### src/rtl/dsas_pkg.sv
package dsas_pkg;
  typedef enum logic [1:0] {
    UPD_HOLD0 = 2'b00,
    UPD_HOLD1 = 2'b01,
    UPD_UP    = 2'b10,
    UPD_DOWN  = 2'b11
  } upd_mode_t;
endpackage

### src/rtl/dsas_next.sv
module dsas_next
  import dsas_pkg::*;
#(
  parameter int AW = 16,
  parameter int RW = 4
) (
  input  logic [AW-1:0] cur,
  input  logic [1:0]    upd_mode,
  input  logic          word_sz,
  input  logic          ack_single_src,
  input  logic [RW-1:0] rpt_log2,
  output logic [AW-1:0] nxt,
  output logic [AW-1:0] area_mask,
  output logic          area_on,
  output logic          wrap
);
  logic [AW-1:0] delta, full, low;
  logic          moving, up, wrap_raw;
  upd_mode_t     md;

  always_comb begin
    md        = upd_mode_t'(upd_mode);
    area_on   = (rpt_log2 != '0);
    area_mask = (AW'(1) << rpt_log2) - AW'(1);
    delta     = word_sz ? AW'(2) : AW'(1);
    moving    = ((md == UPD_UP) || (md == UPD_DOWN)) && !ack_single_src;
    up        = (md == UPD_UP);
    full      = up ? (cur + delta) : (cur - delta);
    low       = cur & area_mask;
    wrap_raw  = up ? ((low + delta) > area_mask) : (low < delta);
    wrap      = moving && area_on && wrap_raw;
    if (!moving)
      nxt = cur;
    else if (area_on)
      nxt = (cur & ~area_mask) | (full & area_mask);
    else
      nxt = full;
  end
endmodule

### src/rtl/dsas_ctrl.sv
module dsas_ctrl (
  input  logic clk,
  input  logic rst,
  input  logic load,
  input  logic act_set,
  input  logic go,
  input  logic wrap,
  input  logic rpt_irq_en,
  input  logic blk_mode,
  input  logic blk_end,
  output logic active,
  output logic irq_flag
);
  logic pend;
  logic wrap_int, stop;

  always_comb begin
    wrap_int = go && wrap && rpt_irq_en;
    stop     = blk_mode ? (go && blk_end && (pend || wrap_int)) : wrap_int;
  end

  always_ff @(posedge clk) begin
    if (rst) begin
      active   <= 1'b0;
      irq_flag <= 1'b0;
      pend     <= 1'b0;
    end else begin
      if (load || stop)
        pend <= 1'b0;
      else if (wrap_int && blk_mode)
        pend <= 1'b1;
      if (act_set) begin
        active   <= 1'b1;
        irq_flag <= 1'b0;
      end else if (stop) begin
        active   <= 1'b0;
        irq_flag <= 1'b1;
      end
    end
  end

  assert_stop_flags_R9: assert property (@(posedge clk) disable iff (rst)
    $fell(active) |-> irq_flag);
  assert_resume_R13: assert property (@(posedge clk) disable iff (rst)
    act_set |=> (active && !irq_flag));
  assert_no_stop_when_idle_R7: assert property (@(posedge clk) disable iff (rst)
    (!active && !act_set) |=> (!active && $stable(irq_flag)));
endmodule

### src/rtl/dma_src_addr_seq.sv
module dma_src_addr_seq #(
  parameter int AW = 16,
  parameter int RW = 4
) (
  input  logic          clk,
  input  logic          rst,
  input  logic          load,
  input  logic [AW-1:0] load_addr,
  input  logic [1:0]    upd_mode,
  input  logic          word_sz,
  input  logic [RW-1:0] rpt_log2,
  input  logic          rpt_irq_en,
  input  logic          blk_mode,
  input  logic          blk_end,
  input  logic          ack_single_src,
  input  logic          ch_irq_en,
  input  logic          act_set,
  input  logic          unit_done,
  output logic [AW-1:0] addr,
  output logic          active,
  output logic          irq_flag,
  output logic          cpu_irq
);
  logic [AW-1:0] nxt, area_mask;
  logic          area_on, wrap, go;

  assign go = unit_done && active && !load;

  dsas_next #(.AW(AW), .RW(RW)) u_next (
    .cur(addr), .upd_mode(upd_mode), .word_sz(word_sz),
    .ack_single_src(ack_single_src), .rpt_log2(rpt_log2),
    .nxt(nxt), .area_mask(area_mask), .area_on(area_on), .wrap(wrap)
  );

  dsas_ctrl u_ctrl (
    .clk(clk), .rst(rst), .load(load), .act_set(act_set), .go(go),
    .wrap(wrap), .rpt_irq_en(rpt_irq_en), .blk_mode(blk_mode),
    .blk_end(blk_end), .active(active), .irq_flag(irq_flag)
  );

  always_ff @(posedge clk) begin
    if (rst)
      addr <= '0;
    else if (load)
      addr <= load_addr;
    else if (go)
      addr <= nxt;
  end

  assign cpu_irq = irq_flag & ch_irq_en;

  assert_idle_hold_R7: assert property (@(posedge clk) disable iff (rst)
    (!active && !load) |=> $stable(addr));
  assert_fixed_hold_R3: assert property (@(posedge clk) disable iff (rst)
    (unit_done && active && !load && !upd_mode[1]) |=> $stable(addr));
  assert_ack_hold_R6: assert property (@(posedge clk) disable iff (rst)
    (unit_done && active && !load && ack_single_src) |=> $stable(addr));
  assert_upper_kept_R8: assert property (@(posedge clk) disable iff (rst)
    (go && area_on) |=> (((addr ^ $past(addr)) & ~$past(area_mask)) == '0));
  assert_load_R2: assert property (@(posedge clk) disable iff (rst)
    load |=> (addr == $past(load_addr)));
endmodule

### config.mk
export PLATFORM = sky130hd
export DESIGN_NAME = dma_src_addr_seq
export DESIGN_NICKNAME = d
export VERILOG_FILES = /design/src/rtl/dsas_pkg.sv /design/src/rtl/dsas_next.sv /design/src/rtl/dsas_ctrl.sv /design/src/rtl/dma_src_addr_seq.sv
export SDC_FILE = /design/constraint.sdc
export NUM_CORES = 1
export LEC_CHECK = 0
export BUFFER_PORTS_ARGS = -buffer_cell sky130_fd_sc_hd__buf_2
export CELL_PAD_IN_SITES_DETAIL_PLACEMENT = 1
export CELL_PAD_IN_SITES_GLOBAL_PLACEMENT = 2
export CORE_ASPECT_RATIO = 1.2
export CORE_UTILIZATION = 35
export DETAILED_ROUTE_END_ITERATION = 7
export PLACE_DENSITY = 0.81
export SLEW_MARGIN = 0
export SYNTH_ARGS = -nofsm -noshare
export SYNTH_HDL_FRONTEND = slang
export SYNTH_HIERARCHICAL = 1
export SYNTH_SLANG_ARGS = --single-unit
### constraint.sdc
create_clock -name clk -period 7.85 [get_ports clk]
set_input_delay 1.57 -clock clk [delete_from_list [all_inputs] [get_ports clk]]
set_output_delay 1.57 -clock clk [all_outputs]
set_load 0.01 [all_outputs]
==> results_tabular.tex, run 1 <==
\begin{tabular}{lr}
\hline
Metric & Value \\
\hline
\multicolumn{2}{l}{\textbf{Clock tree}} \\
Root buf cell & sky130\_fd\_sc\_hd\_\_clkbuf\_8 \\
Depth of the CTS H-tree & 1 \\
Number of gates given a new drive strength after cts & 0 \\
Maximum root-to-sink buffer count & 2 \\
Total clock buffers created by CTS & 3 \\
Cts-stage hold buffer count & 0 \\
Clock-pin slew on the worst setup and hold paths & roughly 80 ps \\
Buffers inserted by post-CTS timing repair & 0 \\
Clock tree from TritonCTS & yes \\
Sink Count & 19 \\
Clock latency on the worst-skew pair & approximately 270 ps \\
\multicolumn{2}{l}{\textbf{Setup path}} \\
Required time worst endpoint & between 8000 and 9000 ps \\
Worst R2R Start & addr[1] \\
Critical path fanouts, max & 18 \\
Arrival time of the worst setup path & 6320 ps \\
Launching element type of the critical path & primary input \\
Critical path's slowest cell & sky130\_fd\_sc\_hd\_\_or2\_2 \\
Crit. End Element & register \\
Launching instance or port of the critical path & rpt\_log2[2] \\
Biggest cell delay along the critical path & roughly 340 ps \\
Crit path kind & in2reg \\
\multicolumn{2}{l}{\textbf{Final layout}} \\
Diodes inserted & 0 \\
Number of nets in the layout & around 520 \\
Layout cells sized above 1 & roughly 22\% \\
Leading cell type in the layout, fill and taps excluded & sky130\_fd\_sc\_hd\_\_buf\_2 \\
Final design instance area without fill & $\sim$3700 µm² \\
Signed area change from the synthesized netlist to the final layout & 8.49\% \\
FILL cells & around 1200 \\
Leading cell types in the layout, fill and taps excluded & sky130\_fd\_sc\_hd\_\_buf\_2, sky130\_fd\_sc\_hd\_\_inv\_1, sky130\_fd\_sc\_hd\_\_ha\_1, sky130\_fd\_sc\_hd\_\_nand2\_1, sky130\_fd\_sc\_hd\_\_a21oi\_1 \\
\multicolumn{2}{l}{\textbf{Floorplanning}} \\
Initial standard-cell utilization of the core & roughly 37\% \\
Die Y & around 110 µm \\
Area of the die & around 10000 µm² \\
CORE AREA & roughly 9200 µm² \\
Number of top-level design ports & 52 \\
Row Count & 38 \\
Width of the die & 91.6 µm \\
\multicolumn{2}{l}{\textbf{GRT}} \\
Initial antenna violation count & 0 \\
Pin count of the biggest net entering global routing & between 50 and 60 \\
Global-route wire length before repair & between 15000 and 20000 µm \\
Congestion Overflow GR & 0 \\
Vias in the first global route & $\sim$3300 \\
GR Util All Layers & a little over a fifth \\
\multicolumn{2}{l}{\textbf{Yosys}} \\
Cell Area, Synth & 3370 µm² \\
Avg Inst Size Synth & 8.07 µm² \\
Yosys warns & 6 \\
Cells after Synth & approximately 420 \\
Net count of the mapped netlist & approximately 490 \\
\multicolumn{2}{l}{\textbf{Power and ir drop}} \\
Leak Pwr & around 1.7 nW \\
Power, Total & 0.000408 W \\
Pwr dens & 112 nW/µm² \\
Peak supply drop & 59.6 µV \\
\multicolumn{2}{l}{\textbf{Detailed routing}} \\
First-iteration detailed-routing DRC count & 98 \\
Number of nets with antenna violations after detailed routing & 0 \\
Drt pass-1 iters & 4 \\
Total detailed-routing wirelength & 10500 µm \\
Routed wire length per instance & about 18 µm \\
Routed vias & 3254 \\
Residual DRC & 0 \\
Mean number of vias per cell & around 5.7 \\
\multicolumn{2}{l}{\textbf{Placed design}} \\
Number of input and output port buffers inserted & 51 \\
Weighted congestion reported at the end of routability-driven placement & $\sim$0.96 \\
Estimated wirelength of the detail-placed design & 8260 µm \\
Area post-placement & 3610 µm² \\
\multicolumn{2}{l}{\textbf{Flow run}} \\
Count of maximum capacitance violations & 0 \\
\multicolumn{2}{l}{\textbf{Hold path}} \\
Critical hold path startpoint & u\_ctrl/irq\_flag \\
Min-Delay Path Class & reg2reg \\
\multicolumn{2}{l}{\textbf{STA}} \\
Worst Max-Slew Pin Slew & between 1000 and 1500 ps \\
Final hold violation count & 0 \\
Sum Neg Setup Slack & 0 ps \\
Period minus WS final & $\sim$6100 ps \\
Max Transition Viols Final & 0 \\
Final count of negative-setup-slack endpoints & 0 \\
Clk\_skew & $\sim$1.7 ps \\
Slew headroom & between 30\% and 40\% \\
Top achievable clock speed & around 160 MHz \\
Share of the clock period used by the worst path & 78.2\% \\
Unrepaired setup endpoints after global routing & no \\
\multicolumn{2}{l}{\textbf{Status}} \\
Outcome & finished, final reports clean \\
\hline
\end{tabular}
metal layers:
metal | GRT usage (%) | up-vias | share of wire [%]
met5 | 0 | - | 0
met4 | 4.99 | 0 | 1.1
met3 | 0.761 | 11 | 2.6
met2 | 39.6 | 51 | 49
met1 | 28.4 | 1589 | 47
li1 | - | 1603 | -
worst max-delay path: cells and delay by family:
family          cells  cell delay [ps]
buf+inv             4              550
simple gates       10             1850
compound gates      8             1340
xor+xnor            1              140
fa+ha+maj           3              860
through the flow:
step                util (%)  worst slack [ps]  hold WS [ps]  std cells
floorplan                  -              1790           522        418
global placement        39.2              1550           478        566
detailed placement      39.2              1380           479        566
CTS                     39.7              1660           498        570
global route            39.7              1300           513        570
finish                  39.7              1710           488        570
where the power goes:
group | internal (W) | switching, W | leakage, nW
combinational | 0.0000929 | 0.000122 | 1.49
clock | 0.0000363 | 0.0000373 | 0.0228
sequential | 0.000104 | 0.0000164 | 0.158
total | 0.000233 | 0.000176 | 1.67
worst paths after layout:
kind | end | slack (ps) | cells past startpoint
min reg2reg | u_ctrl/irq_flag | 490 | 1
max reg2reg | u_ctrl/pend | 3730 | 20
max | u_ctrl/pend | 1710 | 26
min | u_ctrl/irq_flag | 490 | 1
layout make-up:
type | count | area, µm² | share of cell area [%]
tap | 120 | 150 | 4.10
clock buffer | 4 | 45.0 | 1.23
multi-input combinational | 331 | 2650 | 72.5
inverter | 43 | 161 | 4.41
timing repair buffer | 53 | 270 | 7.38
sequential | 19 | 380 | 10.4
flip-flops by register name, indices dropped and copies added (netlist names):
signal / cells
addr: 16
u_ctrl/active: 1
u_ctrl/irq_flag: 1
u_ctrl/pend: 1
(Power assumes the default switching activity.)
==> run 2: changes to the inputs <==
--- a/config.mk
+++ b/config.mk
@@ -5,13 +5,14 @@
 export SDC_FILE = /design/constraint.sdc
 export NUM_CORES = 1
 export LEC_CHECK = 0
+export ABC_AREA = 1
 export BUFFER_PORTS_ARGS = -buffer_cell sky130_fd_sc_hd__buf_2
 export CELL_PAD_IN_SITES_DETAIL_PLACEMENT = 1
 export CELL_PAD_IN_SITES_GLOBAL_PLACEMENT = 2
 export CORE_ASPECT_RATIO = 1.2
-export CORE_UTILIZATION = 35
+export CORE_UTILIZATION = 28
 export DETAILED_ROUTE_END_ITERATION = 7
-export PLACE_DENSITY = 0.81
+export PLACE_DENSITY = 0.77
 export SLEW_MARGIN = 0
 export SYNTH_ARGS = -nofsm -noshare
 export SYNTH_HDL_FRONTEND = slang
==> constraint.sdc (replaced) <==
create_clock -name clk -period 5 [get_ports clk]
set_input_delay 1 -clock clk [delete_from_list [all_inputs] [get_ports clk]]
set_output_delay 1 -clock clk [all_outputs]
set_load 0.01 [all_outputs]
==> results_tabular.tex, run 2 <==
\begin{tabular}{lr}
\hline
Metric & Value \\
\hline
\multicolumn{2}{l}{\textbf{Placed design}} \\
Number of input and output port buffers inserted & 51 (unchanged) \\
Weighted congestion reported at the end of routability-driven placement & 0.876 (-8.4\%) \\
Post-Place Setup Slack & -13.6 ps (-1390 ps) \\
Estimated wirelength of the detail-placed design & 10100 µm (+22\%) \\
Area post-placement & 3930 µm² (+8.8\%) \\
\multicolumn{2}{l}{\textbf{STA}} \\
Final count of negative-setup-slack endpoints & 0 (unchanged) \\
Hold WS & 511 ps (+22.5 ps) \\
Slew headroom & 59.2\% (+29 points) \\
Final hold violation count & 0 (unchanged) \\
Period minus WS final & $\sim$4600 ps \\
Share of the clock period used by the worst path & between 90\% and 100\% \\
Worst Max-Slew Pin Slew & 611 ps (-432 ps) \\
Top achievable clock speed & approximately 220 MHz \\
Unrepaired setup endpoints after global routing & no \\
Max Transition Viols Final & 0 (unchanged) \\
Clk\_skew & 3.10 ps (+1.37 ps) \\
Final setup margin & 444 ps (-1270 ps) \\
\multicolumn{2}{l}{\textbf{Setup path}} \\
R2R cell count & 26 (+30\%) \\
Required time worst endpoint & 5210 ps (-2820 ps) \\
Arrival time of the worst setup path & 4770 ps (-1550 ps) \\
Crit. End Element & register \\
Critical path fanouts, max & 5 (-13) \\
Critical path's slowest cell & sky130\_fd\_sc\_hd\_\_ha\_1 \\
Most used cell, CP & sky130\_fd\_sc\_hd\_\_nand2\_1 \\
Crit path kind & in2reg \\
Launching element type of the critical path & primary input \\
Biggest cell delay along the critical path & 320 ps (-20 ps) \\
\multicolumn{2}{l}{\textbf{Detailed routing}} \\
Routed wire length per instance & 14.7 µm (-20\%) \\
Drt pass-1 iters & 4 (unchanged) \\
Residual DRC & 0 (unchanged) \\
Mean number of vias per cell & 4.77 (-16\%) \\
Number of nets with antenna violations after detailed routing & 0 (unchanged) \\
Total detailed-routing wirelength & 11900 µm (+14\%) \\
First-iteration detailed-routing DRC count & 107 (+9.2\%) \\
Routed vias & 3863 (+19\%) \\
\multicolumn{2}{l}{\textbf{GRT}} \\
GR Util All Layers & 19.0\% (-2.7 points) \\
Vias in the first global route & 4107 (+23\%) \\
Congestion Overflow GR & 0 (unchanged) \\
Global-route wire length before repair & 20100 µm (+16\%) \\
Initial antenna violation count & 0 (unchanged) \\
Pin count of the biggest net entering global routing & 33 (-35\%) \\
\multicolumn{2}{l}{\textbf{Power and ir drop}} \\
Peak supply drop & 136 µV (+130\%) \\
Internal Pwr Total & 0.000412 W (+77\%) \\
Clock Power Share & 24.1\% (+6.1 points) \\
Sequential Power Share & 24.6\% (-4.8 points) \\
Net switching power of the design & 0.000343 W (+95\%) \\
Leak Pwr & 2.25 nW (+34\%) \\
Pwr dens & 187 nW/µm² (+68\%) \\
Net switching share of the total power & 45.4\% (+2.4 points) \\
Power, Total & 0.000754 W (+85\%) \\
Combinational share of power & 51.3\% (-1.3 points) \\
\multicolumn{2}{l}{\textbf{Floorplanning}} \\
Die Y & 125 µm (+14\%) \\
CORE AREA & 12200 µm² (+33\%) \\
Width of the die & 105 µm (+14\%) \\
Row Count & 44 (+16\%) \\
Initial standard-cell utilization of the core & 29.0\% (-7.5 points) \\
Area of the die & 13100 µm² (+31\%) \\
Number of top-level design ports & 52 (unchanged) \\
\multicolumn{2}{l}{\textbf{Clock tree}} \\
Root buf cell & sky130\_fd\_sc\_hd\_\_clkbuf\_16 \\
Total clock buffers created by CTS & 3 (unchanged) \\
Maximum root-to-sink buffer count & 2 (unchanged) \\
Depth of the CTS H-tree & 1 (unchanged) \\
Clock latency on the worst-skew pair & 270 ps (about the same) \\
Clock tree from TritonCTS & yes \\
Sink Count & 19 (unchanged) \\
Clock-pin slew on the worst setup and hold paths & 60 ps (-20 ps) \\
\multicolumn{2}{l}{\textbf{Yosys}} \\
Yosys warns & 6 (unchanged) \\
Avg Inst Size Synth & 5.93 µm² (-27\%) \\
Cells after Synth & 599 (+43\%) \\
Net count of the mapped netlist & 670 (+37\%) \\
Cell Area, Synth & 3550 µm² (+5.2\%) \\
\multicolumn{2}{l}{\textbf{Final layout}} \\
Number of nets in the layout & 721 (+38\%) \\
Most flops, register & addr \\
Leading cell type in the layout, fill and taps excluded & sky130\_fd\_sc\_hd\_\_nand2\_1 \\
Final design instance area without fill & 4030 µm² (+10\%) \\
Signed area change from the synthesized netlist to the final layout & 13.6\% \\
Largest register FFs & 16 (unchanged) \\
Leading cell types in the layout, fill and taps excluded & sky130\_fd\_sc\_hd\_\_nand2\_1, sky130\_fd\_sc\_hd\_\_inv\_1, sky130\_fd\_sc\_hd\_\_nor2\_1, sky130\_fd\_sc\_hd\_\_buf\_2, sky130\_fd\_sc\_hd\_\_nand3\_1 \\
Utilization of the core after routing & 33.0\% (-6.7 points) \\
Diodes inserted & 0 (unchanged) \\
Layout cells sized above 1 & 19.4\% (-3.0 points) \\
\multicolumn{2}{l}{\textbf{Flow run}} \\
Count of maximum capacitance violations & 0 (unchanged) \\
\multicolumn{2}{l}{\textbf{Status}} \\
Outcome & finished, final reports clean \\
\multicolumn{2}{l}{\textbf{Hold path}} \\
Min-Delay Path Class & reg2reg \\
Cells on Worst Hold Path & 2 (+1) \\
\hline
\end{tabular}
-- run 2: cell type report --
class                           instances  area, µm²
Inverter                               93        358
Timing Repair Buffer                   59        315
Sequential cell                        19        380
Clock inverter                          1       5.00
Clock buffer                            3       75.1
Multi-Input combinational cell        474       2700
Fill cell                            1674       8190
Tap cell                              161        201
-- run 2: metal layers --
metal	track usage (%)	vias up	wire length, µm	part of all wire, %
met1	23.0	1799	5310	45
met2	35.3	58	6060	51
met4	5.47	0	247	2.1
li1	-	1993	-	-
met3	1.62	13	277	2.3
met5	0	-	0	0
-- run 2: power by group through the flow --
stage	logic, W	registers, W	clock network [W]
final	0.000387	0.000185	0.000182
after global routing	0.000446	0.000188	0.000191
after CTS	0.000389	0.000186	0.000187
after detailed placement	0.000386	0.000190	0
after global placement	0.000377	0.000189	0
after floorplan	0.000279	0.000187	0
-- run 2: critical path: cells and delay by family --
family | cells | cell delay (ps)
buffers and inverters | 4 | 380
AO/OA/AOI/OAI | 1 | 90
AND/OR/NAND/NOR | 23 | 2410
adder cells (fa/ha/maj) | 3 | 870
-- run 2: metrics by stage --
| step | std cells | TNS (ps) |
|---|---|---|
| 2_1_floorplan | 599 | 0 |
| 3_3_place_gp | 804 | 0 |
| 3_5_place_dp | 804 | -20.7 |
| 4_1_cts | 808 | 0 |
| 5_1_grt | 810 | 0 |
| 6_report | 810 | 0 |
-- run 2: repair_timing --
| action | 4_1_cts | 5_1_grt |
|---|---|---|
| buffers inserted | 0 | 2 |
| endpoints found under the setup margin | 0 | 3 |
| hold buffers | 0 | 0 |
| resized for setup | 0 | 1 |
-- run 2: final timing paths --
check | start | endpoint | slack (ps)
worst max register to register | addr[1] | u_ctrl/irq_flag | 1560
worst min register to register | u_ctrl/pend | u_ctrl/pend | 510
worst min-delay path | u_ctrl/pend | u_ctrl/pend | 510
worst max-delay path | rpt_log2[0] | u_ctrl/irq_flag | 440
==> run 3: changes to the inputs <==
--- a/config.mk
+++ b/config.mk
@@ -12,6 +12,7 @@
 export CORE_ASPECT_RATIO = 1.2
 export CORE_UTILIZATION = 28
 export DETAILED_ROUTE_END_ITERATION = 7
+export GPL_TIMING_DRIVEN = 0
 export PLACE_DENSITY = 0.77
 export SLEW_MARGIN = 0
 export SYNTH_ARGS = -nofsm -noshare
==> results_tabular.tex, run 3 (synthesis gave the netlist of run 2 again) <==
\begin{tabular}{lr}
\hline
Metric & Value \\
\hline
\multicolumn{2}{l}{\textbf{Setup path}} \\
Crit. End Element & register \\
Launching element type of the critical path & primary input \\
Arrival time of the worst setup path & 4820 ps (+50 ps) \\
Crit path kind & in2reg \\
Critical path's slowest cell & sky130\_fd\_sc\_hd\_\_ha\_1 \\
Required time worst endpoint & 5160 ps (-50 ps) \\
Biggest cell delay along the critical path & 350 ps (+30 ps) \\
Critical path fanouts, max & 8 (+3) \\
Most used cell, CP & sky130\_fd\_sc\_hd\_\_nand2\_1 \\
\multicolumn{2}{l}{\textbf{Power and ir drop}} \\
Power, Total & 0.000753 W (-0.19\%) \\
Peak supply drop & 211 µV (+56\%) \\
Pwr dens & 181 nW/µm² (-3.1\%) \\
Leak Pwr & 2.30 nW (+2.1\%) \\
\multicolumn{2}{l}{\textbf{Final layout}} \\
Count of placed standard cells in the final layout, fillers left out & 819 (+1.1\%) \\
Leading cell types in the layout, fill and taps excluded & sky130\_fd\_sc\_hd\_\_nand2\_1, sky130\_fd\_sc\_hd\_\_inv\_1, sky130\_fd\_sc\_hd\_\_nor2\_1, sky130\_fd\_sc\_hd\_\_buf\_2, sky130\_fd\_sc\_hd\_\_nand3\_1 \\
Diodes inserted & 0 (unchanged) \\
FILL cells & 1671 (-0.18\%) \\
Leading cell type in the layout, fill and taps excluded & sky130\_fd\_sc\_hd\_\_nand2\_1 \\
Largest register FFs & 16 (unchanged) \\
Most flops, register & addr \\
Number of nets in the layout & 730 (+1.2\%) \\
Layout cells sized above 1 & 20.7\% (+1.3 points) \\
Utilization of the core after routing & 34.0\% (+0.98 points) \\
Signed area change from the synthesized netlist to the final layout & 17.0\% \\
\multicolumn{2}{l}{\textbf{Clock tree}} \\
Cts-stage hold buffer count & 0 (unchanged) \\
Clock-pin slew on the worst setup and hold paths & 60 ps (about the same) \\
Root buf cell & sky130\_fd\_sc\_hd\_\_clkbuf\_16 \\
Clock latency on the worst-skew pair & 260 ps (about the same) \\
Sink Count & 19 (unchanged) \\
Maximum root-to-sink buffer count & 2 (unchanged) \\
Clock tree from TritonCTS & yes \\
Depth of the CTS H-tree & 1 (unchanged) \\
Total clock buffers created by CTS & 3 (unchanged) \\
\multicolumn{2}{l}{\textbf{Detailed routing}} \\
First-iteration detailed-routing DRC count & 126 (+18\%) \\
Total detailed-routing wirelength & 11500 µm (-3.0\%) \\
Routed wire length per instance & 14.1 µm (-4.0\%) \\
Routed vias & 3812 (-1.3\%) \\
Drt pass-1 iters & 6 (+2) \\
Mean number of vias per cell & 4.65 (-2.4\%) \\
Residual DRC & 0 (unchanged) \\
Number of nets with antenna violations after detailed routing & 0 (unchanged) \\
\multicolumn{2}{l}{\textbf{GRT}} \\
Global-route wire length before repair & 19100 µm (-4.8\%) \\
Vias in the first global route & 3959 (-3.6\%) \\
GR Util All Layers & 18.0\% (-1.0 points) \\
Congestion Overflow GR & 0 (unchanged) \\
Pin count of the biggest net entering global routing & 16 (-52\%) \\
Initial antenna violation count & 0 (unchanged) \\
\multicolumn{2}{l}{\textbf{STA}} \\
Unrepaired setup endpoints after global routing & no \\
Worst Max-Slew Pin Slew & 617 ps (+5.38 ps) \\
Final count of negative-setup-slack endpoints & 0 (unchanged) \\
Max Transition Viols Final & 0 (unchanged) \\
Final hold violation count & 0 (unchanged) \\
Sum Neg Setup Slack & 0 ps (unchanged) \\
Period minus WS final & 4660 ps (+105 ps) \\
Slew headroom & 58.9\% (-0.31 points) \\
Hold WS & 501 ps (-9.68 ps) \\
Top achievable clock speed & 215 MHz (-2.2\%) \\
Share of the clock period used by the worst path & 93.2\% (+2.1 points) \\
Clk\_skew & 2.73 ps (-0.366 ps) \\
\multicolumn{2}{l}{\textbf{Placed design}} \\
Dpl cells & 809 (+0.62\%) \\
Estimated wirelength of the detail-placed design & 10000 µm (-0.78\%) \\
Weighted congestion reported at the end of routability-driven placement & 0.862 (-1.6\%) \\
Number of input and output port buffers inserted & 49 (-3.9\%) \\
\multicolumn{2}{l}{\textbf{Flow run}} \\
Count of maximum capacitance violations & 0 (unchanged) \\
\multicolumn{2}{l}{\textbf{Floorplanning}} \\
CORE AREA & 12200 µm² (unchanged) \\
Number of top-level design ports & 52 (unchanged) \\
Die Y & 125 µm (unchanged) \\
Width of the die & 105 µm (unchanged) \\
Area of the die & 13100 µm² (unchanged) \\
Initial standard-cell utilization of the core & 29.0\% (unchanged) \\
Row Count & 44 (unchanged) \\
\multicolumn{2}{l}{\textbf{Hold path}} \\
Min-Delay Path Class & reg2reg \\
\multicolumn{2}{l}{\textbf{Status}} \\
Outcome & finished, final reports clean \\
\hline
\end{tabular}
[run 3: changes by cell type in the layout (fill, tap and decap cells not counted), sizes merged]
| cell | previous run | this run |
|---|---|---|
| clkbuf | 3 | 5 |
| buf | 59 | 67 |
| clkinv | 2 | 1 |
[run 3: final timing paths]
| kind | from | end | slack, ps | cells past startpoint |
|---|---|---|---|---|
| worst max-delay path | rpt_log2[3] | u_ctrl/irq_flag | 340 | 31 |
| worst min register to register | u_ctrl/pend | u_ctrl/pend | 500 | 2 |
| worst min-delay path | u_ctrl/pend | u_ctrl/pend | 500 | 2 |
| worst max register to register | addr[1] | u_ctrl/irq_flag | 1510 | 26 |
[run 3: report_power, final]
part,switching [W],internal [W],leakage [nW]
clock,0.0000637,0.000109,0.0382
sequential,0.0000222,0.000163,0.157
combinational,0.000248,0.000147,2.10
[run 3: area by class of cell]
class	instances	area [µm²]	share of cell area, %
clock buffer	4	78.8	1.90
buffer	13	120	2.89
tap	161	201	4.85
multi-input combinational	474	2720	65.6
sequential	19	380	9.16
timing repair buffer	55	290	6.99
inverter	93	358	8.62
[run 3: stage by stage]
step | instance area (µm²) | worst slack, ps
2_1_floorplan | 3550 | 376
3_3_place_gp | 4000 | -588
3_5_place_dp | 4000 | -655
4_1_cts | 4100 | 67.7
5_1_grt | 4150 | 13.1
6_report | 4150 | 339
[run 3: critical path, delay by kind of cell]
family | cells | cell delay, ps
adders and majority gates | 3 | 840
buffers and inverters | 5 | 520
and+or+nand+nor | 20 | 2010
AOI/OAI and AO/OA | 3 | 420
[run 3: what timing repair did]
| item | CTS | global route |
|---|---|---|
| hold endpoints to repair | 0 | 0 |
| pin swaps | 1 | 4 |
| buffers inserted | 1 | 5 |
| setup endpoints to repair | 3 | 3 |
| resized for setup | 3 | 4 |
[run 3: metal layers]
metal	vias up	track usage, %	routed length (µm)
met3	7	0.261	126
met1	1755	20.6	5020
met5	-	0	0
met4	0	4.72	134
li1	2014	-	-
met2	36	36.1	6260
